--- config.mk ---
export PLATFORM = sky130hd
export DESIGN_NAME = iso_page_addr_gen
export DESIGN_NICKNAME = d
export VERILOG_FILES = /design/src/rtl/iso_addr_pkg.sv /design/src/rtl/iso_ptr_table.sv /design/src/rtl/iso_beat_budget.sv /design/src/rtl/iso_offset_walker.sv /design/src/rtl/iso_page_addr_gen.sv
export SDC_FILE = /design/constraint.sdc
export NUM_CORES = 1
export LEC_CHECK = 0
export BUFFER_PORTS_ARGS = -buffer_cell sky130_fd_sc_hd__clkbuf_2
export CAP_MARGIN = 20
export CORE_MARGIN = 4
export CORE_UTILIZATION = 54
export CTS_CLUSTER_DIAMETER = 40
export CTS_CLUSTER_SIZE = 24
export DETAILED_ROUTE_END_ITERATION = 8
export PLACE_DENSITY = 0.72
export SYNTH_ARGS = -nofsm -noshare
export SYNTH_HDL_FRONTEND = slang
export SYNTH_SLANG_ARGS = --single-unit
--- constraint.sdc ---
create_clock -name clk -period 5.5 [get_ports clk]
set_input_delay 0.825 -clock clk [delete_from_list [all_inputs] [get_ports clk]]
set_output_delay 0.825 -clock clk [all_outputs]
set_load 0.01 [all_outputs]
--- src/rtl/iso_addr_pkg.sv ---
package iso_addr_pkg;
  localparam int unsigned DEF_ADDR_W     = 32;
  localparam int unsigned DEF_OFS_W      = 12;
  localparam int unsigned DEF_NUM_PTRS   = 7;
  localparam int unsigned DEF_BEAT_BYTES = 4;
  localparam int unsigned DEF_LEN_W      = 15;

  typedef enum logic [1:0] {
    ST_IDLE,
    ST_RUN,
    ST_FAULT
  } walk_state_e;
endpackage

--- src/rtl/iso_ptr_table.sv ---
module iso_ptr_table #(
  parameter int unsigned NUM_PTRS = iso_addr_pkg::DEF_NUM_PTRS,
  parameter int unsigned ADDR_W   = iso_addr_pkg::DEF_ADDR_W,
  parameter int unsigned OFS_W    = iso_addr_pkg::DEF_OFS_W,
  localparam int unsigned SEL_W   = $clog2(NUM_PTRS + 1),
  localparam int unsigned PAGE_W  = ADDR_W - OFS_W
) (
  input  logic              clk,
  input  logic              rst_n,
  input  logic              wr_en,
  input  logic [SEL_W-1:0]  wr_idx,
  input  logic [ADDR_W-1:0] wr_word,
  input  logic [SEL_W-1:0]  rd_sel,
  output logic [PAGE_W-1:0] rd_page
);
  logic [NUM_PTRS-1:0][PAGE_W-1:0] pages;

  // One register per slot; only the page field of the word is kept.
  for (genvar g = 0; g < NUM_PTRS; g++) begin : g_slot
    always_ff @(posedge clk) begin
      if (!rst_n) begin
        pages[g] <= '0;
      end else if (wr_en && (wr_idx == SEL_W'(g))) begin
        pages[g] <= wr_word[ADDR_W-1:OFS_W];
      end
    end
  end

  always_comb begin
    rd_page = '0;
    if (rd_sel < SEL_W'(NUM_PTRS)) rd_page = pages[rd_sel];
  end

  // An out-of-range write index leaves every slot untouched.
  p_bad_idx_ignored_r10: assert property (@(posedge clk) disable iff (!rst_n)
    (wr_en && (wr_idx >= SEL_W'(NUM_PTRS))) |=> $stable(pages));
endmodule

--- src/rtl/iso_beat_budget.sv ---
module iso_beat_budget #(
  parameter int unsigned LEN_W      = iso_addr_pkg::DEF_LEN_W,
  parameter int unsigned BEAT_BYTES = iso_addr_pkg::DEF_BEAT_BYTES
) (
  input  logic             clk,
  input  logic             rst_n,
  input  logic             load,
  input  logic [LEN_W-1:0] load_len,
  input  logic             consume,
  output logic             empty,
  output logic             final_beat
);
  logic [LEN_W-1:0] remain;

  assign empty      = (remain == '0);
  assign final_beat = (remain <= LEN_W'(BEAT_BYTES));

  always_ff @(posedge clk) begin
    if (!rst_n) begin
      remain <= '0;
    end else if (load) begin
      remain <= load_len;
    end else if (consume && !empty) begin
      remain <= final_beat ? '0 : remain - LEN_W'(BEAT_BYTES);
    end
  end

  // The budget only shrinks between loads.
  p_budget_shrinks_r6: assert property (@(posedge clk) disable iff (!rst_n)
    !load |=> remain <= $past(remain));
endmodule

--- src/rtl/iso_offset_walker.sv ---
module iso_offset_walker #(
  parameter int unsigned NUM_PTRS   = iso_addr_pkg::DEF_NUM_PTRS,
  parameter int unsigned OFS_W      = iso_addr_pkg::DEF_OFS_W,
  parameter int unsigned BEAT_BYTES = iso_addr_pkg::DEF_BEAT_BYTES,
  localparam int unsigned SEL_W     = $clog2(NUM_PTRS + 1)
) (
  input  logic             clk,
  input  logic             rst_n,
  input  logic             load,
  input  logic [SEL_W-1:0] load_sel,
  input  logic [OFS_W-1:0] load_ofs,
  input  logic             step,
  input  logic             step_is_last,
  input  logic             budget_empty,
  output logic [SEL_W-1:0] sel,
  output logic [OFS_W-1:0] ofs,
  output logic             live,
  output logic             fault
);
  import iso_addr_pkg::*;

  localparam logic [SEL_W-1:0] LAST_SEL = SEL_W'(NUM_PTRS - 1);

  walk_state_e      state;
  logic [OFS_W:0]   ofs_sum;
  logic             carry;

  assign ofs_sum = {1'b0, ofs} + (OFS_W + 1)'(BEAT_BYTES);
  assign carry   = ofs_sum[OFS_W];
  assign fault   = (state == ST_FAULT);
  assign live    = (state == ST_RUN) && !budget_empty;

  always_ff @(posedge clk) begin
    if (!rst_n) begin
      state <= ST_IDLE;
      sel   <= '0;
      ofs   <= '0;
    end else if (load) begin
      sel   <= load_sel;
      ofs   <= load_ofs;
      state <= (load_sel > LAST_SEL) ? ST_FAULT : ST_RUN;
    end else if (step && live) begin
      if (!carry) begin
        ofs <= ofs_sum[OFS_W-1:0];
      end else begin
        ofs <= '0;
        if (!step_is_last) begin
          if (sel == LAST_SEL) state <= ST_FAULT;
          else                 sel   <= sel + SEL_W'(1);
        end
      end
    end
  end

  // A fault hides the stream.
  p_no_beat_in_fault_r7: assert property (@(posedge clk) disable iff (!rst_n)
    fault |-> !live);
  // A fault persists until the next load.
  p_fault_sticky_r7: assert property (@(posedge clk) disable iff (!rst_n)
    (fault && !load) |=> fault);
  // A non-carrying step moves the offset by one beat.
  p_step_adds_beat_r4: assert property (@(posedge clk) disable iff (!rst_n)
    (step && live && !load && !carry) |=>
      (ofs == $past(ofs) + OFS_W'(BEAT_BYTES)) && (sel == $past(sel)));
  // A carrying step with data left either moves one slot on at offset zero or faults.
  p_cross_next_slot_r5: assert property (@(posedge clk) disable iff (!rst_n)
    (step && live && !load && carry && !step_is_last) |=>
      (ofs == '0) && ((sel == $past(sel) + SEL_W'(1)) || fault));
  // An offered beat always points into the table.
  p_sel_in_range_r5: assert property (@(posedge clk) disable iff (!rst_n)
    live |-> (sel <= LAST_SEL));
endmodule

--- src/rtl/iso_page_addr_gen.sv ---
module iso_page_addr_gen #(
  parameter int unsigned NUM_PTRS   = iso_addr_pkg::DEF_NUM_PTRS,
  parameter int unsigned ADDR_W     = iso_addr_pkg::DEF_ADDR_W,
  parameter int unsigned OFS_W      = iso_addr_pkg::DEF_OFS_W,
  parameter int unsigned BEAT_BYTES = iso_addr_pkg::DEF_BEAT_BYTES,
  parameter int unsigned LEN_W      = iso_addr_pkg::DEF_LEN_W,
  localparam int unsigned SEL_W     = $clog2(NUM_PTRS + 1),
  localparam int unsigned PAGE_W    = ADDR_W - OFS_W
) (
  input  logic              clk,
  input  logic              rst_n,
  input  logic              ptr_we,
  input  logic [SEL_W-1:0]  ptr_idx,
  input  logic [ADDR_W-1:0] ptr_word,
  input  logic              xfer_start,
  input  logic [SEL_W-1:0]  xfer_page,
  input  logic [OFS_W-1:0]  xfer_offset,
  input  logic [LEN_W-1:0]  xfer_len,
  input  logic              addr_ready,
  output logic              addr_valid,
  output logic [ADDR_W-1:0] addr_out,
  output logic              overrun_err
);
  logic [SEL_W-1:0]  cur_sel;
  logic [OFS_W-1:0]  cur_ofs;
  logic [PAGE_W-1:0] cur_page;
  logic              handshake;
  logic              budget_empty;
  logic              budget_final;
  logic              walk_live;

  assign addr_valid = walk_live;
  assign handshake  = addr_valid && addr_ready;
  assign addr_out   = {cur_page, cur_ofs};

  iso_ptr_table #(
    .NUM_PTRS(NUM_PTRS), .ADDR_W(ADDR_W), .OFS_W(OFS_W)
  ) u_table (
    .clk(clk), .rst_n(rst_n),
    .wr_en(ptr_we), .wr_idx(ptr_idx), .wr_word(ptr_word),
    .rd_sel(cur_sel), .rd_page(cur_page)
  );

  iso_beat_budget #(
    .LEN_W(LEN_W), .BEAT_BYTES(BEAT_BYTES)
  ) u_budget (
    .clk(clk), .rst_n(rst_n),
    .load(xfer_start), .load_len(xfer_len),
    .consume(handshake),
    .empty(budget_empty), .final_beat(budget_final)
  );

  iso_offset_walker #(
    .NUM_PTRS(NUM_PTRS), .OFS_W(OFS_W), .BEAT_BYTES(BEAT_BYTES)
  ) u_walker (
    .clk(clk), .rst_n(rst_n),
    .load(xfer_start), .load_sel(xfer_page), .load_ofs(xfer_offset),
    .step(handshake), .step_is_last(budget_final), .budget_empty(budget_empty),
    .sel(cur_sel), .ofs(cur_ofs), .live(walk_live), .fault(overrun_err)
  );

  // Reset leaves the port quiet.
  p_reset_quiet_r1: assert property (@(posedge clk)
    !rst_n |=> (!addr_valid && !overrun_err));
  // Back-pressure holds the offered address.
  p_stall_holds_r4: assert property (@(posedge clk) disable iff (!rst_n)
    (addr_valid && !addr_ready && !xfer_start && !ptr_we) |=>
      (addr_valid && $stable(addr_out)));
  // A start always clears a previous overrun unless its page is out of range.
  p_start_clears_r9: assert property (@(posedge clk) disable iff (!rst_n)
    (xfer_start && (xfer_page < SEL_W'(NUM_PTRS))) |=> !overrun_err);
  // An out-of-range start page faults at once.
  p_bad_page_r8: assert property (@(posedge clk) disable iff (!rst_n)
    (xfer_start && (xfer_page >= SEL_W'(NUM_PTRS))) |=> (overrun_err && !addr_valid));
endmodule

==> results of run 1 <==
## Yosys cell counts, drive strengths merged (2+ instances only)
cell	n	area, um^2
nand2	319	1200
dfxtp	172	3440
a21oi	168	841
clkbuf	66	248
o21ai	43	215
nand3	22	110
mux2	20	225
mux2i	20	200
mux4	20	450
nor2	16	60.1
buf	13	70.1
nand4	10	62.6
a31oi	8	50.1
nor3	8	40.0
o211ai	8	60.1
nor2b	7	43.8
nor4	7	58.8
ha	6	75.1
inv	6	22.5
and3	5	31.3
or3	4	25.0
or4	4	33.8
xor2	4	35.0
a311oi	3	26.3
and2	3	18.8
and4	3	26.3
nand2b	3	18.8
nand3b	3	22.5
o31ai	3	22.5
a31o	2	17.5
a41oi	2	17.5
and3b	2	17.5
or3b	2	17.5
## cell type report
| cell class | instances | area [um^2] | share of cell area (%) |
|---|---|---|---|
| sequential | 172 | 3450 | 38.5 |
| clock buffer | 20 | 447 | 4.99 |
| multi-input combinational | 736 | 4130 | 46.2 |
| timing repair buffer | 103 | 553 | 6.18 |
| clock inverter | 12 | 113 | 1.26 |
| tap | 180 | 225 | 2.52 |
| inverter | 7 | 28.8 | 0.322 |
## worst paths after layout
check,startpoint,end,slack [ps],depth (start not counted)
worst max-delay path,u_walker.sel[1]$_SDFFE_PN0P_,addr_out[23],2020,4
worst min-delay path,u_table.pages[83]$_SDFFE_PN0P_,u_table.pages[83]$_SDFFE_PN0P_,450,2
worst max register to register,u_budget.remain[2]$_SDFFE_PN0P_,u_walker.ofs[5]$_SDFFE_PN0P_,2960,7
worst min register to register,u_table.pages[83]$_SDFFE_PN0P_,u_table.pages[83]$_SDFFE_PN0P_,450,2
## metrics by stage
stage	setup WS (ps)	std cells	util [%]	total power, uW
finish	2020	1230	63.4	2750
CTS	2000	1229	63.3	2760
global placement	2450	1197	59.4	1620
global route	1890	1230	63.4	2840
floorplan	2640	994	-	1520
detailed placement	2460	1197	59.4	1620
## logic make-up after synthesis
group	count (synthesis)	synth area share [%]
and+or+nand+nor	420	22.8
AOI/OAI and AO/OA	246	16.8
DFF	172	43.5
buffers and inverters	86	4.35
muxes	60	11.1
adders and majority gates	6	0.949
xor gates and xnor gates	4	0.443
## sequential cells by signal (all words and copies together) (netlist names)
register,count
u_table.pages,140
u_walker.ofs,12
u_walker.sel,3
u_walker.state,2
u_budget.remain,15
## worst min-delay path: cells and delay by family (launching register included)
family           cells  cell delay (ps)
AO/OA/AOI/OAI        1               50
flip-flops           1              310
AND/OR/NAND/NOR      1               50
## power by group through the flow
| stage | registers, uW | logic [uW] | clock network (uW) |
|---|---|---|---|
| after floorplan | 1330 | 185 | 0 |
| after global placement | 1340 | 274 | 0 |
| after detailed placement | 1340 | 276 | 0 |
| after CTS | 1310 | 279 | 1170 |
| after global routing | 1320 | 309 | 1210 |
| final | 1320 | 282 | 1160 |
## routing by layer
layer  part of all wire (%)  track usage (%)  up-vias
li1                       -                -     3516
met1                     45             37.0     3495
met2                     47             41.3      265
met3                    7.4             5.52       25
met4                   0.97             6.30        0
met5                      0                0        -
==> qor.csv, run 1 <==
metric;value;unit
status;completed;
die_width;129;um
synth_nets;1070;
drcViolationCount;0;
min_period;3480;ps
vias;7301;
power_density;308;nW/um^2
switching_share;26.5;%
min_path_type;register to register;
cap_violations;0;
arrival;2660;ps
cp.required;4680;ps
critPathSlowestCell;buf_4;
gr-total-overflow;0;
fill_cells;1264;
synthCells;994;
path_cells;buf_4 -> mux4_2 -> mux2_2 -> clkbuf_2;
ctsHoldBuffers;0;
cp_top_family;multiplexers;
grt_max_degree;81;
hpwl;12.6;mm
fp.coreArea;14100;um^2
drtIter0Drc;692;
nNetsFinal;1113;
tns;0;ps
ys_seq_area_share;43.5;%
routedWlPerCell;17.9;um
cts_sinks;172;
dieHeight;129;um
cts-buffers-inserted;17;
hold_viol_final;0;
post_drt_via_cell_ratio;5.94;
cts-resized-gates;0;
worst_slew_pin_slew;1090;ps
intPower;2020;uW
yosys.cell_types.count;51;
yosysWarnings;0;
io_pins;104;
rsz0062_at_grt;no;
final_common_cell;nand2_1;
max_freq;287;MHz
cts_setup_buffers;0;
ir_drop;0.000238;V
synthArstFlopShare;0;%
slew_viol_final;0;
first_pass_iters;5;
clk_latency;430;ps
max_slew_margin;27.5;%
place.gp.congestion;0.823;
crit_type;register to output port;
cts-root-buf;clkbuf_16;
pwr-share-seq;47.8;%
track_usage;26.2;%
antenna_found_initial;0;
avgSynthCellArea;7.96;um^2
clk_path_buf_depth;2;
critPathCaptureType;output port;
setup_violations;0;
dieArea;16600;um^2
total_leakage_power;0.00317;uW
final_cell_area;8940;um^2
combPwrFrac;10.3;%
holdWs;452;ps
postRouteAntennaNets;0;
start_util;56.1;%
cts_tree;built;
pwr-share-clk;42.0;%
clk_pin_slew;60;ps
grt_pass1_vias;6509;
h-tree-depth;4;
timing.final.crit_share;63.3;%
synth_seq_cells;172;
crit_buf_inv;2;
crit_path_start_kind;register;
synth_edf_count;0;
num_rows;43;
postPlaceCellArea;8370;um^2
final_cell_mix;317 x nand2_1, 170 x dfxtp_1, 168 x a21oi_1, 91 x clkbuf_2, 40 x o21ai_0;
crit_fanout;32;
grt_pass1_wl;34.3;mm
critPathMaxStageDelay;610;ps
netlist_area;7910;um^2
port_buffers;91;
p_sw;731;uW
drive_above_1_share;17.6;%
wirelength;22.0;mm
synthFlopType;dfxtp_1;
antenna_cells;0;
layout-area-overhead-vs-synth;13.1;%
fin_skew;7.23;ps
No activity file was read; power rests on OpenSTA's default activity.
==> inputs of run 2 (changes only) <==
Settings changed: ABC_AREA from default to 1, CORE_UTILIZATION 54 to 52, PLACE_DENSITY 0.72 to 0.73.
Clock period 5.5 ns to 3 ns, I/O delays scaled along.
==> qor.csv, run 2 <==
metric;value;unit
status;completed;
top_usage_layer;met2;
grtUsageMet2;39.9;%
top_register;u_table.pages;
synth_seq_cells;172;
cts-resized-gates;0;
synthArstFlopShare;0;%
synth_nets;1274;
max_freq;368;MHz
synth_largest_area_cell;dfxtp_1;
cts_sinks;172;
fin_skew;4.53;ps
power_density;569;nW/um^2
dieArea;17700;um^2
clk_path_buf_depth;2;
max_slew_margin;39.1;%
post_drt_via_cell_ratio;5.39;
hold_viol_final;0;
port_buffers;91;
num_rows;45;
dieHeight;133;um
final_common_cell;nor2_1;
largest_reg_flops;140;
min_path_type;primary input to register;
clk_pin_slew;60;ps
nNetsFinal;1326;
track_usage;24.7;%
cts_tree;built;
r2r_slack;1120;ps
hpwl;13.1;mm
grt_pass1_vias;7065;
routedWlPerCell;15.1;um
arrival;2270;ps
ys_seq_area_share;42.3;%
final_cell_area;9250;um^2
yosys.cell_types.count;31;
avgSynthCellArea;6.79;um^2
ctsHoldBuffers;0;
wirelength;22.3;mm
synthCells;1198;
regArea;3450;um^2
postPlaceCellArea;8710;um^2
cp.required;2550;ps
start_util;53.3;%
crit_type;register to output port;
synth_area_leaders;dfxtp_1 42%, nor2_1 18%, o21ai_0 12%;
die_width;133;um
drcViolationCount;0;
h-tree-depth;4;
vias;7941;
drtIter0Drc;815;
layout-area-overhead-vs-synth;13.8;%
post-synth-top-count-cell;nor2_1;
grt_pass1_wl;36.1;mm
r2r-start;u_budget.remain[2]$_SDFFE_PN0P_;
reg_top3;u_table.pages: 140 flops, u_budget.remain: 15 flops, u_walker.ofs: 12 flops;
min_path_cells;3;
grt_max_degree;74;
rsz0062_at_grt;no;
cap_violations;0;
grtUsageMet1;34.2;%
synth_edf_count;0;
first_pass_iters;5;
hp-start;xfer_len[0];
final_cell_mix;393 x nor2_1, 197 x o21ai_0, 170 x dfxtp_1, 99 x nand2_1, 90 x clkbuf_2;
timing.final.crit_share;90.5;%
r2r-end;u_budget.remain[9]$_SDFFE_PN0P_;
antenna_cells;0;
min_period;2720;ps
place.gp.congestion;0.853;
netlist_area;8130;um^2
synth_top_cells_by_count;393 x nor2_1, 197 x o21ai_0, 172 x dfxtp_1;
drive_above_1_share;14.4;%
hold_end;u_budget.remain[0]$_SDFFE_PN0P_;
synth_top_cell_area_share;42.3;%
slew_viol_final;0;
worst_r2r_path_depth;12;
worst_slew_pin_slew;913;ps
postRouteAntennaNets;0;
fill_cells;1431;
clk_latency;430;ps
cts-buffers-inserted;17;
setup_violations;0;
tns;0;ps
critPathCaptureType;output port;
grt_use_met3;4.79;%
gr-total-overflow;0;
antenna_found_initial;2;
fp.coreArea;15300;um^2
io_pins;104;
synthFlopType;dfxtp_1;
multiInputGateArea;4080;um^2
total_leakage_power;0.00411;uW
yosysWarnings;0;
cts-root-buf;clkbuf_16;
cts_setup_buffers;0;
ir_drop;0.000497;V
crit_path_start_kind;register;
crit_fanout;41;
-- run 2: cell families (layout without fill, tap and decap cells) --
group	after synthesis	after routing	share of synthesized area [%]
adder cells (fa/ha/maj)	6	6	0.923
buffers and inverters	154	217	7.54
AND/OR/NAND/NOR	553	553	27.3
XOR/XNOR	16	16	1.72
AO/OA/AOI/OAI	297	297	20.1
flip-flops	172	172	42.3
-- run 2: cell type report --
type,count,share of cell area [%]
clock buffers,20,4.83
clock inverters,10,1.00
inverters,71,2.91
multi-input cells,872,44.1
flip-flops and latches,172,37.2
well taps,211,2.85
repair buffers,116,7.11
-- run 2: critical path, stage by stage (launching register included) --
cell and delay, ps:
dfxtp_2 390, inv_2 70, buf_4 390, nor2_1 80, o32ai_1 280, nor2_1 80, a31oi_1 320, clkbuf_2 210
-- run 2: worst max-delay path by stage --
stage                            startpoint      endpoint  slack (ps)  depth (start not counted)
2_1_floorplan  u_walker.sel[1]$_SDFFE_PN0P_  addr_out[31]        1260                          6
3_3_place_gp   u_walker.sel[1]$_SDFFE_PN0P_  addr_out[18]         820                          6
3_5_place_dp   u_walker.sel[0]$_SDFFE_PN0P_  addr_out[22]         790                          7
4_1_cts        u_walker.sel[0]$_SDFFE_PN0P_  addr_out[22]         330                          7
5_1_grt        u_walker.sel[1]$_SDFFE_PN0P_  addr_out[18]         210                          6
6_report       u_walker.sel[0]$_SDFFE_PN0P_  addr_out[22]         280                          7
-- run 2: where the power goes --
group          internal, uW  total, uW  switching (uW)
logic                   266        758             491
registers              2380       2450            68.6
clock network          1160       2060             901
total                  3800       5270            1460
-- run 2: per-stage QoR --
stage               total power, uW  utilization (%)  setup slack, ps  instances  hold slack, ps
floorplan                      2990                -             1260       1198             424
global placement               3240             57.1              819       1442             431
detailed placement             3250             57.1              794       1442             436
CTS                            5290             60.6              331       1472             257
global route                   5500             60.6              212       1472             267
finish                         5270             60.6              284       1472             262
-- run 2: layer usage --
| metal | routed length [um] | part of all wire [%] |
|---|---|---|
| met5 | 22 | 0.099 |
| met2 | 10400 | 47 |
| met1 | 10100 | 45 |
| met4 | 182 | 0.82 |
| met3 | 1540 | 6.9 |
